==> config.mk <==
export PLATFORM = sky130hd
export DESIGN_NAME = burst_read_engine
export DESIGN_NICKNAME = d
export VERILOG_FILES = /design/src/rtl/bre_pkg.sv /design/src/rtl/bre_ctrl.sv /design/src/rtl/bre_addr_gen.sv /design/src/rtl/bre_array.sv /design/src/rtl/burst_read_engine.sv
export SDC_FILE = /design/constraint.sdc
export NUM_CORES = 1
export LEC_CHECK = 0
export ABC_AREA = 1
export CAP_MARGIN = 20
export CORE_UTILIZATION = 25
export CTS_CLUSTER_DIAMETER = 40
export DETAILED_ROUTE_END_ITERATION = 8
export PLACE_DENSITY = 0.43
export SETUP_SLACK_MARGIN = 0.15
export SLEW_MARGIN = 20
export SYNTH_ARGS = -nofsm -noshare
export SYNTH_HDL_FRONTEND = slang
export SYNTH_SLANG_ARGS = --single-unit
==> constraint.sdc <==
create_clock -name clk -period 6.1 [get_ports clk]
set_clock_uncertainty 0.05 [all_clocks]
set_input_delay 0.61 -clock clk [delete_from_list [all_inputs] [get_ports clk]]
set_output_delay 0.61 -clock clk [all_outputs]
set_load 0.02 [all_outputs]
==> src/rtl/bre_pkg.sv <==
// Package: shared state type for the burst read engine.
// Assumes: a four-state sequencer is enough for latency, streaming and stalls.
package bre_pkg;

    // Sequencer states of the burst controller
    typedef enum logic [1:0] {
        ST_IDLE   = 2'd0,
        ST_WAIT   = 2'd1,
        ST_STREAM = 2'd2,
        ST_STALL  = 2'd3
    } bre_state_e;

endpackage

==> src/rtl/bre_ctrl.sv <==
// Module: bre_ctrl
// Sequences one burst. It captures the configuration on the address-valid
// edge, counts the initial latency, issues one emit per word and inserts the
// boundary stall. Assumes inputs are synchronous to clk and that the address
// generator flags a boundary for the address following the one being emitted.
module bre_ctrl
    import bre_pkg::*;
#(
    parameter int LAT_W     = 3,
    parameter int MIN_LAT   = 2,
    parameter int STALL_CYC = 2
) (
    input  logic             clk,
    input  logic             rst_n,
    input  logic             ce_n,
    input  logic             adv_n,
    input  logic [LAT_W-1:0] cfg_lat,
    input  logic             cfg_wrap,
    input  logic             cfg_rdy_en,
    input  logic             bnd_next,
    output logic             capture,
    output logic             emit,
    output logic             wrap_q,
    output logic             rdy_en_q,
    output logic             valid_q,
    output logic             drive_q
);

    localparam int STL_W = $clog2(STALL_CYC + 1);
    localparam int CNT_W = (LAT_W > STL_W) ? LAT_W : STL_W;

    bre_state_e       state_q;
    logic [CNT_W-1:0] cnt_q;
    logic [CNT_W-1:0] lat_eff;

    // Clamp the requested latency to the supported minimum
    always_comb begin
        if (cfg_lat < LAT_W'(MIN_LAT))
            lat_eff = CNT_W'(MIN_LAT);
        else
            lat_eff = CNT_W'(cfg_lat);
    end

    // Decode capture and word-emit strobes for this cycle
    always_comb begin
        capture = !ce_n && !adv_n;
        emit    = !ce_n && adv_n &&
                  ((state_q == ST_STREAM) ||
                   (((state_q == ST_WAIT) || (state_q == ST_STALL)) && (cnt_q == '0)));
    end

    // Advance the burst sequencer and its ready/drive registers
    always_ff @(posedge clk) begin
        if (!rst_n) begin
            state_q  <= ST_IDLE;
            cnt_q    <= '0;
            valid_q  <= 1'b0;
            drive_q  <= 1'b0;
            wrap_q   <= 1'b0;
            rdy_en_q <= 1'b0;
        end else if (ce_n) begin
            state_q <= ST_IDLE;
            cnt_q   <= '0;
            valid_q <= 1'b0;
            drive_q <= 1'b0;
        end else if (!adv_n) begin
            state_q  <= ST_WAIT;
            cnt_q    <= lat_eff - CNT_W'(1);
            wrap_q   <= cfg_wrap;
            rdy_en_q <= cfg_rdy_en;
            valid_q  <= 1'b0;
            drive_q  <= 1'b0;
        end else if (emit) begin
            valid_q <= 1'b1;
            drive_q <= 1'b1;
            if (bnd_next) begin
                state_q <= ST_STALL;
                cnt_q   <= CNT_W'(STALL_CYC);
            end else begin
                state_q <= ST_STREAM;
            end
        end else if ((state_q == ST_WAIT) || (state_q == ST_STALL)) begin
            cnt_q   <= cnt_q - CNT_W'(1);
            valid_q <= 1'b0;
        end
    end

    AST_MIN_LATENCY: assert property (@(posedge clk) disable iff (!rst_n)
        capture |=> !emit);
    AST_CAPTURE_QUIET: assert property (@(posedge clk) disable iff (!rst_n)
        capture |=> (!valid_q && !drive_q));
    AST_ABORT_IDLE: assert property (@(posedge clk) disable iff (!rst_n)
        ce_n |=> ((state_q == ST_IDLE) && !valid_q && !drive_q));
    AST_WRAP_NO_STALL: assert property (@(posedge clk) disable iff (!rst_n)
        wrap_q |-> (state_q != ST_STALL));

endmodule

==> src/rtl/bre_addr_gen.sv <==
// Module: bre_addr_gen
// Holds the word pointer of the current burst. It loads the pointer on
// capture, steps it on each emit in linear or group-wrap order, and flags
// when the following linear address lands on a stall boundary. Assumes
// capture and emit never occur in the same cycle.
module bre_addr_gen #(
    parameter int AW       = 10,
    parameter int GRP_BITS = 3,
    parameter int BND_BITS = 6
) (
    input  logic          clk,
    input  logic          rst_n,
    input  logic          capture,
    input  logic          emit,
    input  logic          wrap_q,
    input  logic [AW-1:0] addr,
    output logic [AW-1:0] ptr,
    output logic          bnd_next
);

    logic [AW-1:0] nxt_lin;
    logic [AW-1:0] nxt_wrp;
    logic [AW-1:0] nxt;

    // Form both successor addresses and pick one by the captured mode
    always_comb begin
        nxt_lin = ptr + AW'(1);
        nxt_wrp = {ptr[AW-1:GRP_BITS], ptr[GRP_BITS-1:0] + GRP_BITS'(1)};
        nxt     = wrap_q ? nxt_wrp : nxt_lin;
    end

    // Flag a linear step onto a boundary-aligned address
    always_comb begin
        bnd_next = !wrap_q && (nxt_lin[BND_BITS-1:0] == '0);
    end

    // Load or advance the word pointer
    always_ff @(posedge clk) begin
        if (!rst_n)
            ptr <= '0;
        else if (capture)
            ptr <= addr;
        else if (emit)
            ptr <= nxt;
    end

    AST_LIN_STEP: assert property (@(posedge clk) disable iff (!rst_n)
        (emit && !wrap_q) |=> (ptr == AW'($past(ptr) + AW'(1))));
    AST_WRAP_GROUP: assert property (@(posedge clk) disable iff (!rst_n)
        (emit && wrap_q) |=> (ptr[AW-1:GRP_BITS] == $past(ptr[AW-1:GRP_BITS])));

endmodule

==> src/rtl/bre_array.sv <==
// Module: bre_array
// Behavioural read-only word store. Each word is a fixed scramble of its
// address, so no storage is instantiated. Assumes AW and DW do not exceed 32.
module bre_array #(
    parameter int          AW   = 10,
    parameter int          DW   = 16,
    parameter int unsigned MULT = 40503,
    parameter int unsigned SALT = 32'h5A5A
) (
    input  logic [AW-1:0] addr,
    output logic [DW-1:0] word
);

    logic [31:0] prod;

    // Compute the stored content for the addressed location
    always_comb begin
        prod = 32'(addr) * MULT;
        word = prod[DW-1:0] ^ SALT[DW-1:0];
    end

endmodule

==> src/rtl/burst_read_engine.sv <==
// Module: burst_read_engine
// Top of the synchronous burst read path. It joins the sequencer, the address
// generator and the word store, registers the outgoing word and gates the pad
// drive enable with output and chip enable. Assumes a pad cell outside this
// block turns data_en low into high-impedance.
module burst_read_engine #(
    parameter int AW        = 10,
    parameter int DW        = 16,
    parameter int LAT_W     = 3,
    parameter int MIN_LAT   = 2,
    parameter int STALL_CYC = 2,
    parameter int GRP_BITS  = 3,
    parameter int BND_BITS  = 6
) (
    input  logic             clk,
    input  logic             rst_n,
    input  logic             ce_n,
    input  logic             adv_n,
    input  logic             oe_n,
    input  logic [AW-1:0]    addr,
    input  logic [LAT_W-1:0] cfg_lat,
    input  logic             cfg_wrap,
    input  logic             cfg_rdy_en,
    output logic [DW-1:0]    data_out,
    output logic             data_en,
    output logic             rdy
);

    logic          capture;
    logic          emit;
    logic          wrap_q;
    logic          rdy_en_q;
    logic          valid_q;
    logic          drive_q;
    logic          bnd_next;
    logic [AW-1:0] ptr;
    logic [DW-1:0] word;
    logic [DW-1:0] data_q;

    bre_ctrl #(
        .LAT_W    (LAT_W),
        .MIN_LAT  (MIN_LAT),
        .STALL_CYC(STALL_CYC)
    ) i_ctrl (
        .clk       (clk),
        .rst_n     (rst_n),
        .ce_n      (ce_n),
        .adv_n     (adv_n),
        .cfg_lat   (cfg_lat),
        .cfg_wrap  (cfg_wrap),
        .cfg_rdy_en(cfg_rdy_en),
        .bnd_next  (bnd_next),
        .capture   (capture),
        .emit      (emit),
        .wrap_q    (wrap_q),
        .rdy_en_q  (rdy_en_q),
        .valid_q   (valid_q),
        .drive_q   (drive_q)
    );

    bre_addr_gen #(
        .AW      (AW),
        .GRP_BITS(GRP_BITS),
        .BND_BITS(BND_BITS)
    ) i_addr_gen (
        .clk     (clk),
        .rst_n   (rst_n),
        .capture (capture),
        .emit    (emit),
        .wrap_q  (wrap_q),
        .addr    (addr),
        .ptr     (ptr),
        .bnd_next(bnd_next)
    );

    bre_array #(
        .AW(AW),
        .DW(DW)
    ) i_array (
        .addr(ptr),
        .word(word)
    );

    // Register the emitted word; it holds through stall cycles
    always_ff @(posedge clk) begin
        if (!rst_n)
            data_q <= '0;
        else if (emit)
            data_q <= word;
    end

    // Drive the pad-side outputs
    always_comb begin
        data_out = data_q;
        data_en  = drive_q && !oe_n && !ce_n;
        rdy      = valid_q && rdy_en_q;
    end

    AST_OE_GATES_DRIVE: assert property (@(posedge clk) disable iff (!rst_n)
        oe_n |-> !data_en);
    AST_RESET_QUIET: assert property (@(posedge clk)
        !rst_n |=> (!rdy && !data_en));

endmodule

==> summary.txt <==
Synth
  • #FFs+latches synth: 34
  • Avg Synthesized Cell Area: 7.52 sq um
  • Post-synth top area share: 18.4%
  • Largest family of logic cells by synthesized area: adder cells
  • Cell area after synthesis: 0.00369 sq mm
  • Synth Area in Simple Gates: 19.4%
  • Most used DFF post-synth: dfxtp_1
  • Synth cell types: 35
  • Post-Synth XOR/XNOR Area: 3.76%
  • Synth async-reset ratio: 0%
  • Post-synthesis sequential area ratio: 18.4%
  • Synth area leader: dfxtp_1
  • Synth Area in Compound Gates: 11.4%
  • Top cells by count, synth: inv_1 (102), nand2_1 (78), nor2_1 (53), ha_1 (50), dfxtp_1 (34)
  • Synth Area in Adders: 34.8%
  • Syn nets: 594
  • Top cells by area, synth: dfxtp_1 (18%), fa_1 (18%), ha_1 (17%)
  • Post-synth EDFFs: 0
  • Syn Inst Count: 491
  • Most common cell in the netlist: inv_1
  • Mux cell area share after synthesis: 0%
  • Yosys Warn Count: 0

Timing
  • Period utilization: 75.6%
  • Actual slew at the worst max-slew pin: 0.583 ns
  • Rel. slew slack: 61.1%
  • RSZ-0062 raised after global routing: false
  • Setup_tns: 0 ns
  • Hold_ws: 0.418 ns
  • Tmin final: 4.61 ns
  • Slew Viols, Final: 0
  • Min setup slack post-route: 1.49 ns
  • Peak Freq: 0.217 GHz
  • Final hold violations: 0
  • Final Setup Violations: 0

Min path
  • Hold endpoint: data_out[0]
  • Hold/Removal Path Class: flip-flop to flip-flop
  • Hold path start: data_out[0]
  • Hold path depth: 2

Global routing
  • Initial antenna violation count: 0
  • GRT overflow: 0
  • Gr usage total: 13.6%
  • Pin count of the biggest net entering global routing: 28
  • Vias in the first global route: 3126
  • Global-route wire length before repair: 15800 um

Place
  • RD Place Congestion: 0.864
  • IO Port Bufs: 37
  • Worst slack at placement: 1.50 ns
  • DP HPWL: 7760 um
  • Post-Place Cell Area: 0.00425 sq mm

Critical path
  • Required time of the critical path: 6.23 ns
  • Reg-to-reg startpoint: i_addr_gen.ptr[7]
  • Crit Path Class: flip-flop to flip-flop
  • R2R setup slack: 1.49 ns
  • Critical Path End Type: flip-flop
  • Type of element launching the critical path: flip-flop
  • Crit path DAT: 4.74 ns
  • Reg2Reg Depth: 16
  • CP Max Fanout: 7
  • Worst r2r dst: data_out[14]

Clock tree
  • # hold bufs at CTS: 0
  • CTS root buffer: clkbuf_16
  • Reg clk slew, reported paths: 0.06 ns
  • CTS max path bufs: 2
  • CTS tree: yes
  • H-tree depth: 2
  • Post-CTS setup buffer count: 0
  • Clock Sinks: 34
  • Resize count post-CTS: 0
  • Later-pin clock latency in the skew report: 0.28 ns
  • Inserted Clock Buffers: 5

Floorplanning
  • Die Wd: 124 um
  • DIE AREA: 0.0153 sq mm
  • Die Span Y: 124 um
  • # IOs: 38
  • Starting density of the core: 25.5%
  • Floorplan row count: 44
  • Core Area: 0.0145 sq mm

Power
  • Leakage: 2.19 nW
  • Worst IR Drop VDD: 108 uV
  • P per Cell Area: 221 mW/mm^2

Layout
  • Antenna cells: 0
  • Finished Cell Area: 0.00438 sq mm
  • Layout cell share with drive strength beyond 1: 4.17%
  • Area growth syn-to-layout: 18.6%
  • Layout Nets: 631

Outcome
  • Status: finished clean

Routing
  • Vias: 3070
  • Initial DRC Count: 105
  • Final WL: 9280 um
  • DRT Pass-1 Iters: 4
  • Post-route antenna net violation count: 0
  • WL per Instance: 13.0 um
  • Vias per cell: 4.31
  • DR DRC count: 0

Run
  • Max-cap viol count: 0
## how the worst max path moves through the flow
stage | startpoint | to | slack [ns] | cells past startpoint
finish | i_addr_gen.ptr[7] | data_out[14] | 1.49 | 16
global route | i_addr_gen.ptr[7] | data_out[12] | 1.19 | 16
CTS | i_addr_gen.ptr[7] | data_out[14] | 1.46 | 16
detailed placement | i_addr_gen.ptr[7] | data_out[14] | 1.50 | 16
global placement | i_addr_gen.ptr[7] | data_out[14] | 1.47 | 16
floorplan | i_addr_gen.ptr[7] | data_out[14] | 1.89 | 16
## cells by family (layout without fill, tap and decap cells)
family                     count (synthesis)  after routing
AOI/OAI and AO/OA                         76             76
buffers and inverters                    113            150
and+or+nand+nor                          170            170
DFF                                       34             34
xor gates and xnor gates                  15             15
adders and majority gates                 83             83
## layout make-up
cell class	instances	area, sq um
Inverter	105	394
Fill cell	1582	10100
Multi-Input combinational cell	344	2560
Sequential cell	34	681
Timing Repair Buffer	38	378
Clock inverter	2	10.0
Tap cell	184	230
Clock buffer	5	125
## registers in the layout (all words and copies together) (netlist names)
register,flops
data_out,16
i_ctrl.cnt_q,3
i_ctrl.state_q,1
i_ctrl.valid_q,1
i_ctrl.drive_q,1
i_ctrl.wrap_q,1
i_ctrl.rdy_en_q,1
i_addr_gen.ptr,10
## metrics by stage
stage	power (W)	util (%)	std cells
2_1_floorplan	0.000594	-	491
5_1_grt	0.00107	30.3	712
4_1_cts	0.000983	30.3	712
3_3_place_gp	0.000730	29.3	705
3_5_place_dp	0.000725	29.3	705
6_report	0.000967	30.3	712
## worst max-delay path, cell delays in order (launching register included)
cell	delay, ns
dfxtp_1	0.40
fa_1	0.57
inv_1	0.06
fa_1	0.53
inv_1	0.06
fa_1	0.52
fa_1	0.61
fa_1	0.44
ha_1	0.39
a21oi_1	0.23
o21ai_0	0.18
nand2_1	0.09
nand4_1	0.10
nand2_1	0.08
nand2_1	0.05
o21ai_1	0.12
inv_1	0.05
## report_power, final
part	internal, W	leakage, nW	switching (W)
registers	0.000232	0.277	0.0000155
clock network	0.000148	0.0694	0.000101
logic	0.000184	1.84	0.000287
## layout by cell type (no fill, tap or decap), drive strengths merged
cell type / count
a21boi: 1
a21o: 1
a21oi: 25
a22oi: 2
a31oi: 3
and2: 1
buf: 1
clkbuf: 5
clkdlybuf4s50: 37
clkinv: 2
dfxtp: 34
fa: 33
ha: 50
inv: 105
nand2: 82
nand3: 20
nand3b: 1
nand4: 4
nor2: 56
nor3: 4
o21a: 1
o21ai: 38
o21bai: 3
o221ai: 1
o22ai: 1
or2: 2
xnor2: 6
xor2: 9
## per-layer routing
metal	wire (um)	part of all wire (%)	track usage (%)	up-vias
met3	259	2.8	2.49	7
met1	4690	51	18.7	1411
li1	-	-	-	1616
met4	59	0.64	2.48	0
met5	0	0	0	-
met2	4270	46	22.3	36
Power figures use the tool's default switching activity.
